**config.mk**
```make
export PLATFORM = sky130hd
export DESIGN_NAME = ltr_top
export DESIGN_NICKNAME = d
export VERILOG_FILES = /design/src/rtl/ltr_pkg.sv /design/src/rtl/ltr_regs.sv /design/src/rtl/ltr_counter.sv /design/src/rtl/ltr_router.sv /design/src/rtl/ltr_top.sv
export SDC_FILE = /design/constraint.sdc
export NUM_CORES = 1
export LEC_CHECK = 0
export BUFFER_PORTS_ARGS = -buffer_cell sky130_fd_sc_hd__buf_2
export CAP_MARGIN = 20
export CORE_MARGIN = 4
export CORE_UTILIZATION = 59
export DETAILED_ROUTE_END_ITERATION = 12
export GPL_TIMING_DRIVEN = 0
export HOLD_SLACK_MARGIN = 0.06
export PLACE_DENSITY = 0.89
export SYNTH_ARGS = -nofsm -noshare
export SYNTH_HDL_FRONTEND = slang
export SYNTH_SLANG_ARGS = --single-unit
export TNS_END_PERCENT = 20
```
**constraint.sdc**
```tcl
create_clock -name clk -period 5.1 [get_ports clk]
set_input_delay 1.02 -clock clk [delete_from_list [all_inputs] [get_ports clk]]
set_output_delay 1.02 -clock clk [all_outputs]
set_load 0.03 [all_outputs]
```
**src/rtl/ltr_pkg.sv**
```systemverilog
package ltr_pkg;
    localparam int RELOAD_W = 28;

    localparam logic [7:0] OFS_ROUTE = 8'h24;
    localparam logic [7:0] OFS_CTRL  = 8'h34;
    localparam logic [7:0] OFS_ACK   = 8'h38;

    localparam int TEN_BIT     = 28;
    localparam int IEN_BIT     = 29;
    localparam int RESTART_BIT = 30;
    localparam int FLAG_BIT    = 31;

    typedef struct packed {
        logic                flag;
        logic                ien;
        logic                ten;
        logic [RELOAD_W-1:0] reload;
    } ctrl_t;

    function automatic logic [31:0] pack_ctrl(input ctrl_t c);
        return {c.flag, 1'b0, c.ien, c.ten, c.reload};
    endfunction
endpackage

```
**src/rtl/ltr_regs.sv**
```systemverilog
module ltr_regs
    import ltr_pkg::*;
#(
    parameter int NCORES = 4,
    parameter int ADDR_W = 8,
    parameter int DATA_W = 32,
    localparam int ROUTE_W = $clog2(NCORES) + 1
) (
    input  logic                clk,
    input  logic                rst,
    input  logic                bus_sel,
    input  logic                bus_we,
    input  logic [ADDR_W-1:0]   bus_addr,
    input  logic [DATA_W-1:0]   bus_wdata,
    input  logic                expire,
    output ctrl_t               ctrl,
    output logic [ROUTE_W-1:0]  route,
    output logic                load,
    output logic [RELOAD_W-1:0] load_val,
    output logic [DATA_W-1:0]   bus_rdata
);
    logic wr_ctrl, wr_ack, wr_route;

    always_comb begin
        wr_ctrl  = bus_sel && bus_we && (bus_addr == ADDR_W'(OFS_CTRL));
        wr_ack   = bus_sel && bus_we && (bus_addr == ADDR_W'(OFS_ACK));
        wr_route = bus_sel && bus_we && (bus_addr == ADDR_W'(OFS_ROUTE));
    end

    always_ff @(posedge clk) begin
        if (rst) begin
            ctrl  <= '0;
            route <= '0;
        end else begin
            if (wr_ctrl) begin
                ctrl.reload <= bus_wdata[RELOAD_W-1:0];
                ctrl.ten    <= bus_wdata[TEN_BIT];
                ctrl.ien    <= bus_wdata[IEN_BIT];
            end
            if (expire)
                ctrl.flag <= 1'b1;
            else if (wr_ack && bus_wdata[FLAG_BIT])
                ctrl.flag <= 1'b0;
            if (wr_route)
                route <= bus_wdata[ROUTE_W-1:0];
        end
    end

    always_comb begin
        load     = 1'b0;
        load_val = ctrl.reload;
        if (wr_ctrl && bus_wdata[TEN_BIT]) begin
            load     = 1'b1;
            load_val = bus_wdata[RELOAD_W-1:0];
        end else if (wr_ack && bus_wdata[RESTART_BIT] && ctrl.ten) begin
            load = 1'b1;
        end
    end

    always_comb begin
        bus_rdata = '0;
        if (bus_addr == ADDR_W'(OFS_CTRL))
            bus_rdata = DATA_W'(pack_ctrl(ctrl));
        else if (bus_addr == ADDR_W'(OFS_ROUTE))
            bus_rdata = DATA_W'(route);
    end
endmodule

```
**src/rtl/ltr_counter.sv**
```systemverilog
module ltr_counter
    import ltr_pkg::*;
(
    input  logic                clk,
    input  logic                rst,
    input  logic                tick,
    input  logic                ten,
    input  logic [RELOAD_W-1:0] reload,
    input  logic                load,
    input  logic [RELOAD_W-1:0] load_val,
    output logic                expire
);
    logic [RELOAD_W-1:0] cnt;
    logic                step;

    always_comb begin
        step   = tick && ten && (reload != '0);
        expire = step && (cnt <= RELOAD_W'(1));
    end

    always_ff @(posedge clk) begin
        if (rst)
            cnt <= '0;
        else if (load)
            cnt <= load_val;
        else if (expire)
            cnt <= reload;
        else if (step)
            cnt <= cnt - RELOAD_W'(1);
    end
endmodule

```
**src/rtl/ltr_router.sv**
```systemverilog
module ltr_router #(
    parameter int NCORES = 4,
    localparam int SEL_W   = $clog2(NCORES),
    localparam int ROUTE_W = SEL_W + 1
) (
    input  logic               req,
    input  logic [ROUTE_W-1:0] route,
    output logic [NCORES-1:0]  irq,
    output logic [NCORES-1:0]  fiq
);
    for (genvar c = 0; c < NCORES; c++) begin : g_core
        logic hit;
        assign hit    = req && (route[SEL_W-1:0] == SEL_W'(c));
        assign irq[c] = hit && !route[SEL_W];
        assign fiq[c] = hit &&  route[SEL_W];
    end
endmodule

```
**src/rtl/ltr_top.sv**
```systemverilog
module ltr_top
    import ltr_pkg::*;
#(
    parameter int NCORES = 4,
    parameter int ADDR_W = 8,
    parameter int DATA_W = 32,
    localparam int ROUTE_W = $clog2(NCORES) + 1
) (
    input  logic              clk,
    input  logic              rst,
    input  logic              ref_tick,
    input  logic              bus_sel,
    input  logic              bus_we,
    input  logic [ADDR_W-1:0] bus_addr,
    input  logic [DATA_W-1:0] bus_wdata,
    output logic [DATA_W-1:0] bus_rdata,
    output logic [NCORES-1:0] core_irq,
    output logic [NCORES-1:0] core_fiq
);
    ctrl_t               ctrl;
    logic [ROUTE_W-1:0]  route;
    logic                load;
    logic [RELOAD_W-1:0] load_val;
    logic                expire;
    logic                req;

    ltr_regs #(.NCORES(NCORES), .ADDR_W(ADDR_W), .DATA_W(DATA_W)) u_regs (
        .clk(clk), .rst(rst), .bus_sel(bus_sel), .bus_we(bus_we),
        .bus_addr(bus_addr), .bus_wdata(bus_wdata), .expire(expire),
        .ctrl(ctrl), .route(route), .load(load), .load_val(load_val),
        .bus_rdata(bus_rdata)
    );

    ltr_counter u_cnt (
        .clk(clk), .rst(rst), .tick(ref_tick), .ten(ctrl.ten),
        .reload(ctrl.reload), .load(load), .load_val(load_val),
        .expire(expire)
    );

    assign req = ctrl.ien && ctrl.flag;

    ltr_router #(.NCORES(NCORES)) u_route (
        .req(req), .route(route), .irq(core_irq), .fiq(core_fiq)
    );
endmodule

```
Word level (Yosys, flattened, before mapping)
Cells that the tools add are included. Widths: inputs -> output; s select.

Add/subtract/negate cells: 1. Multiply operators: 0. Divide/modulo/power cells: 0. Order comparisons: 1. Equality and inequality tests: 6. Shifts and indexed selects: 0. Multiplexer cells: 10. Bitwise operators: 0. Reduce and logical (&&, ||, !) cells: 29.

Operator list (count): $mux 28 (4); $mux 32 (1); $le 28x1->1 const B (1); $reduce_bool 28->1 (1); $sub 28x1->28 const B (1); $eq 8x6->1 const B (3); $logic_and 1x1->1 (24); $eq 2x2->1 const B (2); $mux 1 (4); $mux 3 (1); $reduce_bool 3->1 (1); $eq 2x1->1 const B (1); $logic_not 2->1 (1); $reduce_bool 2->1 (1); $logic_not 1->1 (1).

Bits in registers: 62. Bits in latches: 0. RAM bits: 0. Bits in read-only memories: 0. Input port bits: 45. Output and inout port bits: 40. Memories: 0.

Longest topological paths before layout
Gate-level depths: netlist (run 1).

Word-level depth: 7. Mapped depth: 9. Depth with buffers taken out: 8.

Hierarchy
Synthesis (run 1) repeated with hierarchy kept, for this count alone.

Cell total of the unflattened synthesis: 528. Area total of the unflattened synthesis: 4625.7 µm².

By module, submodules not included: ltr_counter (instances 1, cells an instance 275, area an instance 2268.4 µm²); ltr_regs (instances 1, cells an instance 244, area an instance 2254.7 µm²); ltr_router (instances 1, cells an instance 8, area an instance 96.3 µm²); ltr_top (instances 1, cells an instance 1, area an instance 6.3 µm²).

Worst setup path before layout (run 1)
No wires, ideal clock.

Path kind: input -> output. Start: in bus_addr[7]. End: out bus_rdata[10]. Arrival: 2.337 ns. Path slack: 1.743 ns. Stages on the path: 5. Buffers on the path: 3. Cells stage by stage: nor4bb_1 clkbuf_1 clkbuf_1 clkbuf_1 and3_1.

Word-level cells in the longest chain between the ends: 2.

Ends and longest elaborated chain: start, declared (line ltr_top.sv:14) `input logic [ADDR_W-1:0] bus_addr,`; $eq 8x6->1 (line ltr_regs.sv:62) `if (bus_addr == ADDR_W'(OFS_CTRL))`; $mux 32 (line ltr_regs.sv:62); end, declared (line ltr_top.sv:16) `output logic [DATA_W-1:0] bus_rdata,`.

Every way passes these cells.

Worst setup path after layout (run 1)
Start: in bus_addr[1]. End: out bus_rdata[13].

The elaborated chain is that of the path after synthesis.

==> impl_metrics.toml, run 1 <==
[outcome]
status = "finished clean"

[clocking]
root_buffer = "clkbuf_8"
cts_sinks = 62
post_cts_resize_count = 0
path_clk_slew_ns = 0.07
htreeDepth = 3
cts_buffer_depth = 2
hold_buffers = 0
tritoncts = "done"
cts_setup_buffers = 0
cts_made_buffers = 9
clock_latency_ns = 0.36

[sta]
period_minus_slack_ns = 3.89
timing.final.crit_share_pct = 76.3
finalHoldViolCount = 0
totalNegativeSetupSlack_ns = 0
finalSetupViolCount = 0
final_max_slew_viol_count = 0
relSlewSlack_pct = 43.8
finClkSkew_ns = 0.00556
timing.fmax_mhz = 257
tightest_slew_ns = 0.840
grt_setup_unrepaired = "no"

[pwr]
switchingPower_mw = 0.257
p_int_mw = 0.832
p_leak_nw = 2.01
swShare_pct = 23.6
irDropWorstVdd_mv = 0.181
power_frac_comb_pct = 5.5
p_per_area_nw_per_um2 = 233
pwr-share-seq_pct = 44.5
power_frac_clock_pct = 50.0

[placement]
gp_congestion = 0.986
port_buffers = 82
placedCellCount = 679
dpl.hpwl_mm = 9.99

[flow_run]
maxCapViolCount = 0

[critical_path]
path_max_fanout = 10
cp_data_arrival_time_ns = 2.87
start_kind = "input pin"
cp-end-kind = "output pin"
critical_path_required_ns = 4.08
critPathKind = "in -> out"

[grt]
antenna_found_initial = 0
grt-ovfl-total = 0
grt_pass1_vias = 4191
grt.total_usage_pct = 34.9
grt_max_degree = 13
grt_pass1_wl_mm = 21.2

[layout]
seq_area_um2 = 1240
final_nets = 660
drive_gt1_share_pct = 19.3
layout_commonest_cell = "nand2_1"
stdcell_count = 695
nFillCells = 489
multi_input_comb_area_um2 = 2470
synthToLayoutAreaGrowth_pct = 19.2
final_cell_mix = "89 x nand2_1, 85 x buf_2, 62 x dfxtp_1"
antenna_cells = 0

[yosys]
synthCells = 520
synth_top_cell_by_area = "dfxtp_1"
synth-seq-cells = 62
syn_avg_cell_area_um2 = 7.53
async_flop_share_pct = 0
syn_area_um2 = 3920
syn-num-nets = 567
ys_warn_count = 0
synth_ff_type = "dfxtp_1"
yosysUniqueCellTypes = 70
synth_edf_count = 0
ys_seq_area_share_pct = 31.7
synthTopCellsByArea = "dfxtp_1 32%, nand2_1 8.5%, a21oi_1 6.4%"
synth_top_cell_area_share_pct = 31.7

[drt]
dr.first_iter.drc_count = 801
drc = 0
drt_wl_total_mm = 13.7
firstDrtPassIters = 6
via_count = 4619
wire_per_inst_um = 19.7
viasPerCell = 6.65
ant_nets = 0

[floorplan]
row_count = 29
initial_core_util_pct = 61.3
coreArea_um2 = 6390
io_pins = 85
die_w_um = 89.5
die-area_um2 = 8010
die_height_um = 89.5

[worst_hold_path]
hp-class = "reg -> reg"
==> synth_stat cells, types with 4 or more instances <==
| cell type | instances |
|---|---|
| or3_1 | 5 |
| and2_1 | 4 |
| a22o_1 | 5 |
| nand2_1 | 89 |
| a2bb2oi_1 | 4 |
| inv_1 | 9 |
| a21oi_1 | 50 |
| nor4_1 | 10 |
| o211ai_1 | 6 |
| or4_1 | 4 |
| xnor2_1 | 6 |
| o21ai_1 | 4 |
| nor2_1 | 42 |
| dfxtp_1 | 62 |
| a221oi_1 | 4 |
| mux2i_1 | 13 |
| o221ai_1 | 7 |
| and3_1 | 33 |
| clkbuf_1 | 31 |
| xor2_1 | 9 |
| a31oi_1 | 5 |
| o21ai_0 | 9 |
| nand3_1 | 12 |
| nor3_1 | 16 |
| o22ai_1 | 15 |
==> kinds of logic (layout without fill, tap and decap cells) <==
group / Yosys count / count (layout) / synth area share, %
buf+inv: 48 / 146 / 5.37
fa+ha+maj: 2 / 2 / 0.639
xor+xnor: 15 / 15 / 3.35
mux: 13 / 13 / 3.32
other cells: 1 / 1 / 0.0957
flops: 62 / 62 / 31.7
compound gates: 142 / 142 / 24.9
simple gates: 237 / 237 / 30.6
==> power by group through the flow <==
stage	Combinational, mW	Clock (mW)	Sequential (mW)
floorplan	0.0249	0	0.496
finish	0.0604	0.544	0.484
global placement	0.0561	0	0.496
CTS	0.0576	0.542	0.484
global route	0.0632	0.571	0.484
detailed placement	0.0571	0	0.496
==> metrics by stage <==
| step | total power [mW] | util, % | setup slack (ns) | hold WS [ns] | instance area [um^2] |
|---|---|---|---|---|---|
| after floorplan | 0.520 | - | 1.74 | 0.457 | 3920 |
| after global placement | 0.552 | 69.3 | 1.33 | 0.476 | 4420 |
| after detailed placement | 0.553 | 69.3 | 1.28 | 0.487 | 4420 |
| after CTS | 1.08 | 73.1 | 1.27 | 0.502 | 4670 |
| after global routing | 1.12 | 73.1 | 1.05 | 0.526 | 4670 |
| final | 1.09 | 73.1 | 1.21 | 0.514 | 4670 |
==> state kept, by name, indices dropped and copies added (netlist names) <==
signal and flops:
u_cnt.cnt 28, u_regs.ctrl 31, u_regs.route 3
==> worst max-delay path: stages <==
cell	delay (ns)
buf_2	0.11
nor4b_2	0.58
clkbuf_1	0.44
clkbuf_1	0.31
and3_1	0.22
buf_2	0.20
==> cell type report <==
cell class              count  share of cell area, %
multi-input cells         410                   52.8
flip-flops and latches     62                   26.6
repair buffers             82                   8.79
plain buffers              39                   3.78
clock buffers               9                   2.65
clock inverters             7                   2.60
well taps                  77                   2.06
inverters                   9                  0.723
==> routing by layer <==
metal	GRT usage [%]	share of wire (%)	routed length [um]	up-vias
li1	-	-	-	2091
met1	50.1	41	5580	2097
met2	50.4	43	5930	378
met3	7.19	13	1710	53
met4	14.7	3.3	448	0
met5	0	0	0	-
==> final timing paths <==
check	startpoint	to	slack, ns	cells past startpoint
setup reg to reg	u_cnt.cnt[4]$_SDFFE_PP0P_	u_cnt.cnt[15]$_SDFFE_PP0P_	2.18	7
hold reg to reg	u_regs.route[2]$_SDFFE_PP0P_	u_regs.route[2]$_SDFFE_PP0P_	0.51	2
hold / removal	u_regs.route[2]$_SDFFE_PP0P_	u_regs.route[2]$_SDFFE_PP0P_	0.51	2
setup / recovery	bus_addr[1]	bus_rdata[13]	1.21	6
Power figures use the tool's default switching activity.
==> inputs of run 2 (changes only) <==
--- a/config.mk
+++ b/config.mk
@@ -5,14 +5,15 @@
 export SDC_FILE = /design/constraint.sdc
 export NUM_CORES = 1
 export LEC_CHECK = 0
+export ABC_AREA = 1
 export BUFFER_PORTS_ARGS = -buffer_cell sky130_fd_sc_hd__buf_2
 export CAP_MARGIN = 20
 export CORE_MARGIN = 4
-export CORE_UTILIZATION = 59
+export CORE_UTILIZATION = 57
 export DETAILED_ROUTE_END_ITERATION = 12
 export GPL_TIMING_DRIVEN = 0
 export HOLD_SLACK_MARGIN = 0.06
-export PLACE_DENSITY = 0.89
+export PLACE_DENSITY = 0.85
 export SYNTH_ARGS = -nofsm -noshare
 export SYNTH_HDL_FRONTEND = slang
 export SYNTH_SLANG_ARGS = --single-unit
==> constraint.sdc (replaced) <==
create_clock -name clk -period 3.7 [get_ports clk]
set_input_delay 0.74 -clock clk [delete_from_list [all_inputs] [get_ports clk]]
set_output_delay 0.74 -clock clk [all_outputs]
set_load 0.03 [all_outputs]
==> run 2 against run 1 <==
Routed wire length increased by 11%. Combinational power rose by 27%. Count of clock-buffer cells in the layout did not move.
==> impl_metrics.toml, run 2 <==
[grt]
grt_max_degree = 13
grt_pass1_wl_mm = 24.4
antenna_found_initial = 0
grt-ovfl-total = 0
grt.total_usage_pct = 31.7
grt_pass1_vias = 4907

[clocking]
root_buffer = "clkbuf_8"
clock_latency_ns = 0.35
tritoncts = "done"
cts_made_buffers = 9
htreeDepth = 3
cts_sinks = 62
hold_buffers = 0
path_clk_slew_ns = 0.08
post_cts_resize_count = 0
cts_setup_buffers = 0
cts_buffer_depth = 2

[sta]
period_minus_slack_ns = 2.86
totalNegativeSetupSlack_ns = 0
timing.final.crit_share_pct = 77.3
tightest_slew_ns = 0.596
finClkSkew_ns = 0.0102
final_max_slew_viol_count = 0
finalHoldViolCount = 0
grt_setup_unrepaired = "no"
relSlewSlack_pct = 60.2
timing.fmax_mhz = 349
finalSetupViolCount = 0

[yosys]
yosysUniqueCellTypes = 37
synth_top_cell_by_area = "dfxtp_1"
synth_edf_count = 0
synth_ff_type = "dfxtp_1"
ys_warn_count = 0
yosysMostFrequentCell = "nand2_1"
synthCells = 749
async_flop_share_pct = 0
syn-num-nets = 796
synthTopCellsByArea = "dfxtp_1 28%, nand2_1 13%, nor2_1 9.0%"
ys_seq_area_share_pct = 27.6
yosys-top-cells-count = "160 x nand2_1, 108 x nor2_1, 84 x inv_1, 71 x o21ai_0, 64 x a21oi_1"
synth-seq-cells = 62
syn_area_um2 = 4490
syn_avg_cell_area_um2 = 6.00
synth_top_cell_area_share_pct = 27.6

[drt]
viasPerCell = 5.68
via_count = 5391
drc = 0
wire_per_inst_um = 15.9
ant_nets = 0
firstDrtPassIters = 6
dr.first_iter.drc_count = 602
drt_wl_total_mm = 15.1

[floorplan]
row_count = 32
die_height_um = 96.8
coreArea_um2 = 7690
initial_core_util_pct = 58.5
die_w_um = 96.8
io_pins = 85
die-area_um2 = 9370

[layout]
synthToLayoutAreaGrowth_pct = 16.9
final_cell_mix = "160 x nand2_1, 108 x nor2_1, 90 x buf_2"
drive_gt1_share_pct = 19.6
multi_input_comb_area_um2 = 2670
seq_area_um2 = 1240
top_regs = "u_regs.ctrl: 31 flops, u_cnt.cnt: 28 flops, u_regs.route: 3 flops"
layout_commonest_cell = "nand2_1"
antenna_cells = 0
regMostFlops = "u_regs.ctrl"
nFillCells = 731
largest_reg_flops = 31
final_nets = 889

[pwr]
p_leak_nw = 2.64
p_per_area_nw_per_um2 = 271
power_mw = 1.43
irDropWorstVdd_mv = 0.257

[critical_path]
crit_path_max_incr_delay_ns = 0.29
path_max_fanout = 10
path_cells = "buf_2 -> nor2_2 -> nand3_1 -> nor2_2 -> inv_1 -> clkbuf_1 -> o22ai_1 -> buf_2"
cp-end-kind = "output pin"
start_kind = "input pin"
critPathKind = "in -> out"
slowest_stage = "clkbuf_1"
cp_data_arrival_time_ns = 2.12
critical_path_required_ns = 2.96

[worst_hold_path]
hp-class = "reg -> reg"

[placement]
dpl.hpwl_mm = 11.9
gp_congestion = 0.989
port_buffers = 82

[flow_run]
maxCapViolCount = 0

[outcome]
status = "finished clean"
==> run 2: changes by cell type in the layout (fill, tap and decap cells not counted), moves of 33 or more <==
cell | before | now
nand3_1 | 12 | 54
nor2_1 | 42 | 108
o21ai_0 | 9 | 71
inv_1 | 9 | 84
nand2_1 | 89 | 160
and3_1 | 33 | 0
==> run 2: worst paths after layout <==
check                               startpoint                      endpoint  slack [ns]  cells past startpoint
setup / recovery                   bus_addr[7]                  bus_rdata[1]        0.84                      8
hold / removal    u_regs.ctrl[29]$_SDFFE_PP0P_  u_regs.ctrl[29]$_SDFFE_PP0P_        0.50                      2
setup reg to reg     u_cnt.cnt[0]$_SDFFE_PP0P_     u_cnt.cnt[9]$_SDFFE_PP0P_        1.58                     13
hold reg to reg   u_regs.ctrl[29]$_SDFFE_PP0P_  u_regs.ctrl[29]$_SDFFE_PP0P_        0.50                      2
==> run 2: cells by family after synthesis <==
| kind of cell | share of synthesized area, % |
|---|---|
| AO/OA/AOI/OAI | 19.4 |
| buffers and inverters | 12.9 |
| AND/OR/NAND/NOR | 37.5 |
| other | 0.0834 |
| XOR/XNOR | 1.95 |
| flip-flops | 27.6 |
| adder cells (fa/ha/maj) | 0.557 |
==> run 2: final cells by class <==
class	instances	area share (%)
Clock buffer	9	2.36
Clock inverter	7	1.83
Timing Repair Buffer	82	7.81
Inverter	103	7.50
Multi-Input combinational cell	551	50.9
Buffer	33	3.55
Sequential cell	62	23.6
Tap cell	102	2.43
==> run 2: stage by stage <==
| step | util, % | instances | hold WS [ns] | setup slack [ns] | cell area [um^2] |
|---|---|---|---|---|---|
| finish | 68.3 | 949 | 0.496 | 0.839 | 5250 |
| floorplan | - | 749 | 0.457 | 1.05 | 4490 |
| detailed placement | 65.5 | 933 | 0.483 | 0.867 | 5030 |
| global placement | 65.5 | 933 | 0.482 | 0.903 | 5030 |
| global route | 68.3 | 949 | 0.524 | 0.721 | 5250 |
| CTS | 68.3 | 949 | 0.495 | 0.864 | 5250 |
==> run 2: per-layer routing <==
layer / global-route usage (%) / wire length (um) / vias up
met3: 4.61 / 1660 / 31
met2: 50.2 / 6700 / 354
met5: 0 / 0 / -
li1: - / - / 2591
met1: 43.5 / 6300 / 2415
met4: 12.5 / 467 / 0
==> run 2: report_power, final <==
part           internal, mW  switching [mW]
clock                 0.383           0.299
sequential            0.667        0.000569
combinational        0.0287          0.0479
total                  1.08           0.347
==> run 2: critical path, delay by kind of cell <==
family | cells | cell delay [ns]
and+or+nand+nor | 3 | 0.42
AOI/OAI and AO/OA | 1 | 0.25
buffers and inverters | 4 | 0.72
==> inputs of run 3 (changes only) <==
--- a/config.mk
+++ b/config.mk
@@ -9,11 +9,11 @@
 export BUFFER_PORTS_ARGS = -buffer_cell sky130_fd_sc_hd__buf_2
 export CAP_MARGIN = 20
 export CORE_MARGIN = 4
-export CORE_UTILIZATION = 57
+export CORE_UTILIZATION = 51
 export DETAILED_ROUTE_END_ITERATION = 12
 export GPL_TIMING_DRIVEN = 0
 export HOLD_SLACK_MARGIN = 0.06
-export PLACE_DENSITY = 0.85
+export PLACE_DENSITY = 0.8
 export SYNTH_ARGS = -nofsm -noshare
 export SYNTH_HDL_FRONTEND = slang
 export SYNTH_SLANG_ARGS = --single-unit
==> constraint.sdc (replaced) <==
create_clock -name clk -period 2.4 [get_ports clk]
set_input_delay 0.48 -clock clk [delete_from_list [all_inputs] [get_ports clk]]
set_output_delay 0.48 -clock clk [all_outputs]
set_load 0.03 [all_outputs]
==> run 3 against run 2 <==
Register-to-register slack got worse by 1.3 ns. Largest cell class unchanged. Sequential share of layout area increased by 0.15 points. Largest power group is now sequential cells. Critical endpoint is now bus_rdata[14]. Critical path depth unchanged. Flip-flop and latch count unchanged.
==> impl_metrics.toml, run 3 (same netlist as run 2, synthesis figures left out) <==
[drt]
drc = 0
firstDrtPassIters = 7
met1_length_mm = 6.66
viasPerCell = 5.53
highest_layer = "met4"
dr_wl_met2_mm = 7.03
ant_nets = 0
wire_per_inst_um = 16.3
dr.first_iter.drc_count = 550
via_count = 5260
drt_wl_total_mm = 15.6
wl_met3_mm = 1.56

[outcome]
status = "finished clean"

[layout]
antenna_cells = 0
drive_gt1_share_pct = 19.7
final_cell_mix = "160 x nand2_1, 108 x nor2_1, 90 x buf_2"
finish.instance_area_um2 = 5220
top_regs = "u_regs.ctrl: 31 flops, u_cnt.cnt: 28 flops, u_regs.route: 3 flops"
nFillCells = 849
synthToLayoutAreaGrowth_pct = 16.1
layout_commonest_cell = "nand2_1"
largest_reg_flops = 31
finish.utilization_pct = 62.3
regMostFlops = "u_regs.ctrl"
final_nets = 889
stdcell_count = 952

[sta]
relSlewSlack_pct = 62.3
timing.fmax_mhz = 444
grt_setup_unrepaired = "no"
timing.final.crit_share_pct = 93.8
finalSetupViolCount = 0
final_max_slew_viol_count = 0
period_minus_slack_ns = 2.25
totalNegativeSetupSlack_ns = 0
tightest_slew_ns = 0.566
fin_ws_ns = 0.150
finalHoldViolCount = 0
finClkSkew_ns = 0.0160

[floorplan]
die_w_um = 102
row_count = 33
io_pins = 85
die-area_um2 = 10400
coreArea_um2 = 8380
die_height_um = 102
initial_core_util_pct = 53.6

[grt]
antenna_found_initial = 0
grt_pass1_vias = 4735
grt-ovfl-total = 0
grt_pass1_wl_mm = 24.1
grt.total_usage_pct = 29.9
grt_max_degree = 13

[clocking]
hold_buffers = 0
cts_made_buffers = 9
cts_setup_buffers = 0
path_clk_slew_ns = 0.08
clock_latency_ns = 0.35
root_buffer = "clkbuf_8"
tritoncts = "done"
cts_buffer_depth = 2
post_cts_resize_count = 0
cts_sinks = 62
htreeDepth = 3

[critical_path]
path_cells = "buf_2 -> nor2_2 -> nand3_1 -> nor2_2 -> inv_1 -> clkbuf_1 -> nor2_1 -> buf_2"
critical_path_required_ns = 1.92
crit_path_max_incr_delay_ns = 0.28
cp_data_arrival_time_ns = 1.77
start_kind = "input pin"
critPathLaunch = "bus_addr[7]"
reg2regPathDepth = 14
r2r-end = "u_cnt.cnt[20]$_SDFFE_PP0P_"
slowest_stage = "clkbuf_1"
cp-end-kind = "output pin"
reg2reg_from = "u_cnt.cnt[0]$_SDFFE_PP0P_"
critPathKind = "in -> out"
ff2ff_setup_slack_ns = 0.26
path_max_fanout = 10

[placement]
dpl.hpwl_mm = 12.4
dpl_cell_area_um2 = 5040
gp_congestion = 1.01
port_buffers = 82
placedCellCount = 936
dp_slack_ns = 0.0900

[flow_run]
maxCapViolCount = 0

[worst_hold_path]
hold_path_end = "u_regs.ctrl[10]$_SDFFE_PP0P_"
hold_depth = 3
min_from = "bus_wdata[10]"
hp-class = "in -> reg"

[pwr]
p_leak_nw = 2.63
p_per_area_nw_per_um2 = 385
irDropWorstVdd_mv = 0.310
run 3: critical path, delay by kind of cell:
kind | cells | cell delay [ns]
buffers and inverters | 4 | 0.70
and+or+nand+nor | 4 | 0.59
run 3: layer usage:
| metal | up-vias | GRT usage (%) |
|---|---|---|
| li1 | 2593 | - |
| met1 | 2356 | 41.2 |
| met2 | 288 | 47.3 |
| met3 | 23 | 6.14 |
| met4 | 0 | 9.38 |
| met5 | - | 0 |
run 3: area by class of cell:
class | count | area (um^2) | area share [%]
Timing Repair Buffer | 82 | 410 | 7.86
Clock buffer | 10 | 138 | 2.64
Sequential cell | 62 | 1240 | 23.8
Clock inverter | 6 | 43.8 | 0.839
Multi-Input combinational cell | 551 | 2670 | 51.2
Inverter | 103 | 394 | 7.55
Buffer | 33 | 188 | 3.60
Tap cell | 105 | 131 | 2.52
run 3: metrics by stage:
stage	hold WS (ns)	total power, mW
6_report	0.438	2.01
5_1_grt	0.453	2.07
4_1_cts	0.432	2.01
3_5_place_dp	0.480	1.17
3_3_place_gp	0.480	1.16
2_1_floorplan	0.457	1.10
run 3: report_power, final:
part	internal [mW]	leakage (nW)	switching, mW
clock network	0.408	0.0930	0.452
logic	0.0442	2.03	0.0732
registers	1.03	0.499	0.000883
total	1.48	2.63	0.526
run 3: worst max path at each step:
stage                    endpoint  depth (start not counted)  slack, ns
floorplan            bus_rdata[1]                          6       0.27
global placement     bus_rdata[1]                          8       0.11
detailed placement   bus_rdata[1]                          8       0.09
CTS                  bus_rdata[1]                          8       0.09
global route        bus_rdata[11]                          8       0.02
finish              bus_rdata[14]                          8       0.15
